`src/rtl/hfc_pkg.sv`:
```
package hfc_pkg;

  typedef enum logic [1:0] {
    FLG_DC  = 2'b00,
    FLG_TRN = 2'b10,
    FLG_HLD = 2'b11
  } flag_e;

  typedef struct packed {
    logic care;
    logic val;
  } tbit_t;

endpackage

```
`src/rtl/hfc_delay_line.sv`:
```
module hfc_delay_line
  import hfc_pkg::*;
#(
  parameter int unsigned DEPTH = 4
) (
  input  logic  clk_i,
  input  logic  rst_ni,
  input  logic  push_i,
  input  tbit_t din_i,
  output tbit_t dout_o,
  output logic  full_o
);

  localparam int unsigned FW = $clog2(DEPTH + 1);

  tbit_t          stage_q [DEPTH];
  logic [FW-1:0]  fill_q;

  for (genvar g = 0; g < DEPTH; g++) begin : g_stage
    always_ff @(posedge clk_i or negedge rst_ni) begin
      if (!rst_ni) begin
        stage_q[g] <= '0;
      end else if (push_i) begin
        if (g == 0) stage_q[g] <= din_i;
        else        stage_q[g] <= stage_q[(g == 0) ? 0 : g-1];
      end
    end
  end

  always_ff @(posedge clk_i or negedge rst_ni) begin
    if (!rst_ni)                                fill_q <= '0;
    else if (push_i && (fill_q != FW'(DEPTH)))  fill_q <= fill_q + 1'b1;
  end

  assign dout_o = stage_q[DEPTH-1];
  assign full_o = (fill_q == FW'(DEPTH));

endmodule

```
`src/rtl/hfc_block_stats.sv`:
```
module hfc_block_stats
  import hfc_pkg::*;
#(
  parameter int unsigned BLK_LEN = 4,
  localparam int unsigned NC_W   = $clog2(BLK_LEN + 1)
) (
  input  logic            clk_i,
  input  logic            rst_ni,
  input  logic            push_i,
  input  logic            restart_i,
  input  tbit_t           cur_i,
  output logic            end_o,
  output logic            any0_o,
  output logic            any1_o,
  output logic            last_val_o,
  output logic [NC_W-1:0] ncare_o
);

  localparam int unsigned PW = (BLK_LEN > 1) ? $clog2(BLK_LEN) : 1;

  logic [PW-1:0]   pos_q, pos_e;
  logic            s0_q, s1_q, lv_q;
  logic            s0_e, s1_e, lv_e;
  logic [NC_W-1:0] nc_q, nc_e;

  // restart treats the current position as index 0 of an empty block
  always_comb begin
    pos_e = restart_i ? '0   : pos_q;
    s0_e  = restart_i ? 1'b0 : s0_q;
    s1_e  = restart_i ? 1'b0 : s1_q;
    lv_e  = restart_i ? 1'b0 : lv_q;
    nc_e  = restart_i ? '0   : nc_q;
  end

  assign any0_o     = s0_e | (cur_i.care & ~cur_i.val);
  assign any1_o     = s1_e | (cur_i.care &  cur_i.val);
  assign last_val_o = cur_i.care ? cur_i.val : lv_e;
  assign ncare_o    = nc_e + NC_W'(cur_i.care);
  assign end_o      = (pos_e == PW'(BLK_LEN - 1));

  always_ff @(posedge clk_i or negedge rst_ni) begin
    if (!rst_ni) begin
      pos_q <= '0;
      s0_q  <= 1'b0;
      s1_q  <= 1'b0;
      lv_q  <= 1'b0;
      nc_q  <= '0;
    end else if (push_i) begin
      if (end_o) begin
        pos_q <= '0;
        s0_q  <= 1'b0;
        s1_q  <= 1'b0;
        lv_q  <= 1'b0;
        nc_q  <= '0;
      end else begin
        pos_q <= pos_e + 1'b1;
        s0_q  <= any0_o;
        s1_q  <= any1_o;
        lv_q  <= last_val_o;
        nc_q  <= ncare_o;
      end
    end
  end

endmodule

```
`src/rtl/hfc_classifier.sv`:
```
module hfc_classifier
  import hfc_pkg::*;
#(
  parameter int unsigned NC_W  = 3,
  parameter int unsigned CNT_W = 12
) (
  input  logic             any0_i,
  input  logic             any1_i,
  input  logic             hist_vld_i,
  input  logic             hist_val_i,
  input  logic             prev_trn_i,
  input  logic             tail_care_i,
  input  logic [NC_W-1:0]  ncare_i,
  output flag_e            code_o,
  output logic             convert_o,
  output logic             pol_o,
  output logic [CNT_W-1:0] contrib_o
);

  assign pol_o = any1_i;

  always_comb begin
    convert_o = 1'b0;
    if (!any0_i && !any1_i)                 code_o = FLG_DC;
    else if (any0_i && any1_i)              code_o = FLG_TRN;
    else if (!hist_vld_i || (hist_val_i == pol_o)) code_o = FLG_HLD;
    else if (prev_trn_i && !tail_care_i) begin
      // fix the previous block's trailing X to remove the edge
      code_o    = FLG_HLD;
      convert_o = 1'b1;
    end else                                code_o = FLG_TRN;
  end

  always_comb begin
    contrib_o = '0;
    if (code_o != FLG_DC)  contrib_o = contrib_o + 1'b1;
    if (code_o == FLG_TRN) contrib_o = contrib_o + CNT_W'(ncare_i);
    if (convert_o)         contrib_o = contrib_o + 1'b1;
  end

endmodule

```
`src/rtl/hold_flag_enc.sv`:
```
module hold_flag_enc
  import hfc_pkg::*;
#(
  parameter int unsigned BLK_LEN = 4,
  parameter int unsigned CNT_W   = 12
) (
  input  logic             clk_i,
  input  logic             rst_ni,
  input  logic             bit_vld_i,
  input  logic             bit_care_i,
  input  logic             bit_val_i,
  input  logic             cube_first_i,
  output logic             flag_vld_o,
  output logic [1:0]       flag_o,
  output logic             data_vld_o,
  output logic             data_care_o,
  output logic             data_val_o,
  output logic [CNT_W-1:0] spec_cnt_o
);

  localparam int unsigned NC_W = $clog2(BLK_LEN + 1);

  tbit_t           cur, tail;
  logic            full;
  logic            blk_end, any0, any1, last_val;
  logic [NC_W-1:0] ncare;
  flag_e           code;
  logic            convert, conv_eff, pol;
  logic [CNT_W-1:0] contrib;

  logic            hist_vld_q, hist_val_q, prev_trn_q;
  logic            hv_e, hval_e, pt_e;
  logic [CNT_W-1:0] cnt_base, cnt_nxt;

  assign cur.care = bit_care_i;
  assign cur.val  = bit_val_i;

  hfc_delay_line #(.DEPTH(BLK_LEN)) u_dly (
    .clk_i  (clk_i),
    .rst_ni (rst_ni),
    .push_i (bit_vld_i),
    .din_i  (cur),
    .dout_o (tail),
    .full_o (full)
  );

  hfc_block_stats #(.BLK_LEN(BLK_LEN)) u_stats (
    .clk_i      (clk_i),
    .rst_ni     (rst_ni),
    .push_i     (bit_vld_i),
    .restart_i  (cube_first_i),
    .cur_i      (cur),
    .end_o      (blk_end),
    .any0_o     (any0),
    .any1_o     (any1),
    .last_val_o (last_val),
    .ncare_o    (ncare)
  );

  // cube boundary wipes history before the current position is judged
  always_comb begin
    hv_e   = cube_first_i ? 1'b0 : hist_vld_q;
    hval_e = cube_first_i ? 1'b0 : hist_val_q;
    pt_e   = cube_first_i ? 1'b0 : prev_trn_q;
  end

  hfc_classifier #(.NC_W(NC_W), .CNT_W(CNT_W)) u_cls (
    .any0_i      (any0),
    .any1_i      (any1),
    .hist_vld_i  (hv_e),
    .hist_val_i  (hval_e),
    .prev_trn_i  (pt_e),
    .tail_care_i (tail.care),
    .ncare_i     (ncare),
    .code_o      (code),
    .convert_o   (convert),
    .pol_o       (pol),
    .contrib_o   (contrib)
  );

  assign conv_eff = blk_end & convert;
  assign cnt_base = cube_first_i ? '0 : spec_cnt_o;
  assign cnt_nxt  = cnt_base + (blk_end ? contrib : '0);

  always_ff @(posedge clk_i or negedge rst_ni) begin
    if (!rst_ni) begin
      hist_vld_q <= 1'b0;
      hist_val_q <= 1'b0;
      prev_trn_q <= 1'b0;
    end else if (bit_vld_i) begin
      if (blk_end) begin
        hist_vld_q <= hv_e | any0 | any1;
        hist_val_q <= (any0 | any1) ? last_val : hval_e;
        prev_trn_q <= (code == FLG_TRN);
      end else begin
        hist_vld_q <= hv_e;
        hist_val_q <= hval_e;
        prev_trn_q <= pt_e;
      end
    end
  end

  always_ff @(posedge clk_i or negedge rst_ni) begin
    if (!rst_ni) begin
      flag_vld_o  <= 1'b0;
      flag_o      <= FLG_DC;
      data_vld_o  <= 1'b0;
      data_care_o <= 1'b0;
      data_val_o  <= 1'b0;
      spec_cnt_o  <= '0;
    end else begin
      flag_vld_o <= bit_vld_i & blk_end;
      data_vld_o <= bit_vld_i & full;
      if (bit_vld_i) begin
        if (blk_end) flag_o <= code;
        data_care_o <= tail.care | conv_eff;
        data_val_o  <= conv_eff ? pol : tail.val;
        spec_cnt_o  <= cnt_nxt;
      end
    end
  end

endmodule

```
`config.mk`:
```
export PLATFORM = sky130hd
export DESIGN_NAME = hold_flag_enc
export DESIGN_NICKNAME = d
export VERILOG_FILES = /design/src/rtl/hfc_pkg.sv /design/src/rtl/hfc_delay_line.sv /design/src/rtl/hfc_block_stats.sv /design/src/rtl/hfc_classifier.sv /design/src/rtl/hold_flag_enc.sv
export SDC_FILE = /design/constraint.sdc
export NUM_CORES = 1
export LEC_CHECK = 0
export BUFFER_PORTS_ARGS = -buffer_cell sky130_fd_sc_hd__buf_2
export CORE_AREA = 2 2 73 75
export DETAILED_ROUTE_END_ITERATION = 16
export DIE_AREA = 0 0 75 77
export PLACE_DENSITY = 0.67
export SLEW_MARGIN = 10
export SYNTH_ARGS = -nofsm -noshare
export SYNTH_HDL_FRONTEND = slang
export SYNTH_SLANG_ARGS = --single-unit
```
`constraint.sdc`:
```
create_clock -name clk_i -period 4 [get_ports clk_i]
set_input_delay 0.8 -clock clk_i [delete_from_list [all_inputs] [get_ports clk_i]]
set_output_delay 0.8 -clock clk_i [all_outputs]
set_load 0.005 [all_outputs]
```
==> results.py <==
metrics = {
    "outcome": {
        "status": "complete, no violations",
    },
    "route": {
        "dr_wl_met3_um": 135,
        "via_per_inst": 5.10,
        "drtAntennaViolNets": 0,
        "wire_per_inst_um": 13.8,
        "topRoutingLayerUsed": "met4",
        "met2_length_um": 1910,
        "routed_wirelength_um": 4170,
        "route.detailed.drc": 0,
        "drt_iter0_drc": 92,
        "met1_length_um": 2040,
        "firstDrtPassIters": 4,
        "vias": 1541,
    },
    "clocking": {
        "h-tree-depth": 2,
        "clock_latency_ns": 0.30,
        "cts_buffers": 5,
        "cts_buffer_depth": 2,
        "cts_tree": "done",
        "clk_pin_slew_ns": 0.08,
        "ctsHoldBuffers": 0,
        "cts-root-buf": "clkbuf_8",
        "ctsResizeCount": 0,
        "post-cts-setup-buffer-count": 0,
        "clkSinkCount": 40,
    },
    "floorplan": {
        "die_w_um": 75,
        "core.rowCount": 26,
        "ios": 24,
        "fp.dieArea_sq_mm": 0.00578,
        "dieHeight_um": 77,
        "initial_core_util_pct": 43.7,
        "fp.coreArea_sq_mm": 0.00498,
    },
    "worst_setup_path": {
        "crit_chain": "buf_2 > buf_12 > nor2b_1 > ha_1 > ha_1 > and2_1 > ha_1 > a22o_1 > ha_1 > a211o_1 > o211ai_1 > a21oi_1 > nand3_1 > xor2_1",
        "slowest_delay_ns": 0.37,
        "arrival_ns": 3.73,
        "r2r_cells": 13,
        "worst_setup_path_end_kind": "register",
        "startpoint_type": "primary input",
        "worst_path_most_repeated_cell": "ha_1",
        "setup.worst_path.class": "in -> reg",
        "cpMaxStageDelayCell": "a21oi_1",
        "path_max_fanout": 20,
        "required_ns": 4.18,
    },
    "yosys": {
        "synth_fp_nets": 225,
        "ys_ff_latch": 40,
        "synth-compound-area-share_pct": 15.4,
        "syn_area_per_cell_sq_um": 10.6,
        "synth_adder_area_share_pct": 8.39,
        "synth_xor_area_share_pct": 4.02,
        "ys_seq_area_share_pct": 46.0,
        "ys_warn_count": 0,
        "synth_ff_type": "dfrtp_1",
        "synth_top_family_by_area": "compound AO/OA/AOI/OAI gates",
        "async_reset_ff_share_pct": 100,
        "yosys.area_share.simple_pct": 14.1,
        "synth_edf_count": 0,
        "synthesis.area_sq_mm": 0.00218,
        "synth.distinct_cells": 43,
        "postSynthCellCount": 205,
        "synthMuxAreaShare_pct": 8.79,
    },
    "hold_path": {
        "min_path_cells": 2,
        "min_path_type": "reg -> reg",
    },
    "timing": {
        "finalHoldViolations": 0,
        "fin_crit_ns": 3.55,
        "finalCritPeriodShare_pct": 88.8,
        "fmaxAchievable_ghz": 0.281,
        "finalSetupTns_ns": 0,
        "setup_viol": 0,
        "slew_headroom_pct": 38.7,
        "tightest_slew_ns": 0.920,
        "fin_skew_ns": 0.00754,
        "finalMaxSlewViolations": 0,
        "rsz0062_at_grt": "false",
    },
    "layout": {
        "antenna_cells": 0,
        "fillers": 485,
        "layout_commonest_cell": "dfrtp_1",
        "final_core_util_pct": 49.6,
        "area_delta_synth_final_pct": 13.4,
        "layout_common_cells": "dfrtp_1 (40), buf_2 (23), nand2_1 (19)",
        "final_area_sq_mm": 0.00247,
        "nNetsFinal": 252,
        "drive_gt1_share_pct": 23.3,
    },
    "power": {
        "p_int_w": 0.000705,
        "switching_share_pct": 29.2,
        "cellPowerDensity_mw_per_mm2": 403,
        "power_frac_comb_pct": 23.1,
        "power_frac_clock_pct": 25.8,
        "pwr-share-seq_pct": 51.1,
        "p_sw_w": 0.000290,
        "vdd_drop_max_mv": 0.173,
        "p_leak_nw": 1.19,
    },
    "global_route": {
        "grt_pass1_wl_um": 7300,
        "grt_usage_pct": 16.7,
        "antenna_found_initial": 0,
        "grt_max_degree": 42,
        "grt_pass1_vias": 1564,
        "gr-total-overflow": 0,
    },
    "placed_design": {
        "io_buffers": 23,
        "place_area_sq_mm": 0.00239,
        "hpwl_um": 2950,
        "gp_congestion": 0.758,
    },
    "run": {
        "drv_cap": 0,
    },
}
stage by stage:
step | hold slack, ns | setup WS (ns) | std cells | power [W]
6_report | 0.486 | 0.447 | 302 | 0.000995
4_1_cts | 0.492 | 0.436 | 302 | 0.00101
3_5_place_dp | 0.477 | 0.125 | 295 | 0.000749
5_1_grt | 0.523 | 0.210 | 302 | 0.00107
2_1_floorplan | 0.449 | 0.103 | 205 | 0.000669
3_3_place_gp | 0.459 | 0.206 | 295 | 0.000736
kinds of logic after synthesis:
group | count (synthesis)
xor gates and xnor gates | 10
adders and majority gates | 14
buffers and inverters | 18
muxes | 16
and+or+nand+nor | 58
other | 1
DFF | 40
AOI/OAI and AO/OA | 48
path summary, 6_finish.rpt:
check                                              from  slack (ns)                           to
setup / recovery                           cube_first_i        0.45    spec_cnt_o[9]$_DFFE_PN0P_
hold / removal             u_dly.stage_q[2]$_DFFE_PN0P_        0.49  u_dly.dout_o[0]$_DFFE_PN0P_
setup reg to reg               u_stats.s1_q$_DFFE_PN0P_        0.63    spec_cnt_o[9]$_DFFE_PN0P_
hold reg to reg            u_dly.stage_q[2]$_DFFE_PN0P_        0.49  u_dly.dout_o[0]$_DFFE_PN0P_
max in group asynchronous                        rst_ni        2.79         flag_vld_o$_DFF_PN0_
min in group asynchronous                        rst_ni        0.63  u_dly.dout_o[0]$_DFFE_PN0P_
flip-flops by register name, indices dropped and copies added, names as in the netlist:
name and cells:
u_stats.pos_q 2, hist_vld_q 1, data_care_o 1, data_vld_o 1
flag_vld_o 1, u_dly.stage_q 6, u_stats.s0_q 1, u_stats.lv_q 1
spec_cnt_o 12, hist_val_q 1, u_stats.s1_q 1, prev_trn_q 1
u_dly.fill_q 3, data_val_o 1, flag_o 2, u_stats.nc_q 3
u_dly.dout_o 2
critical path: cells and delay by family:
family / cells / cell delay, ns
AO/OA/AOI/OAI: 4 / 0.82
XOR/XNOR: 1 / 0.19
adder cells (fa/ha/maj): 4 / 1.25
buffers and inverters: 2 / 0.32
AND/OR/NAND/NOR: 3 / 0.36
power by group through the flow:
stage                     clock network, W  registers [W]  logic, W
after detailed placement                 0       0.000517  0.000232
after global placement                   0       0.000513  0.000223
after global routing              0.000283       0.000518  0.000264
after floorplan                          0       0.000510  0.000159
final                             0.000257       0.000508  0.000230
after CTS                         0.000264       0.000510  0.000234
cells in the mapped netlist, types with 5 or more instances:
master / n / share of area [%]
a31o_2: 5 / 2.0
xor2_1: 5 / 2.0
ha_1: 13 / 7.5
dfrtp_1: 40 / 46
mux2_2: 11 / 5.7
xnor2_1: 5 / 2.0
inv_1: 12 / 2.1
nor2b_1: 16 / 4.6
nand2_1: 19 / 3.3
nor2_1: 8 / 1.4
o21ai_0: 9 / 2.1
a21oi_1: 10 / 2.3
layer usage:
layer,up-vias,global-route usage [%]
met5,-,0
met4,0,7.14
met3,7,5.26
met2,19,24.7
met1,747,22.3
li1,768,-
final cells by class:
cell class	instances	area [sq um]	area share, %
clock inverter	1	5.00	0.203
tap	70	87.6	3.55
sequential	40	1000	40.5
timing repair buffer	26	150	6.08
clock buffer	6	72.6	2.94
inverter	12	45.0	1.82
multi-input combinational	147	1110	44.9
Note: power is estimated with default switching activity, not from simulation.
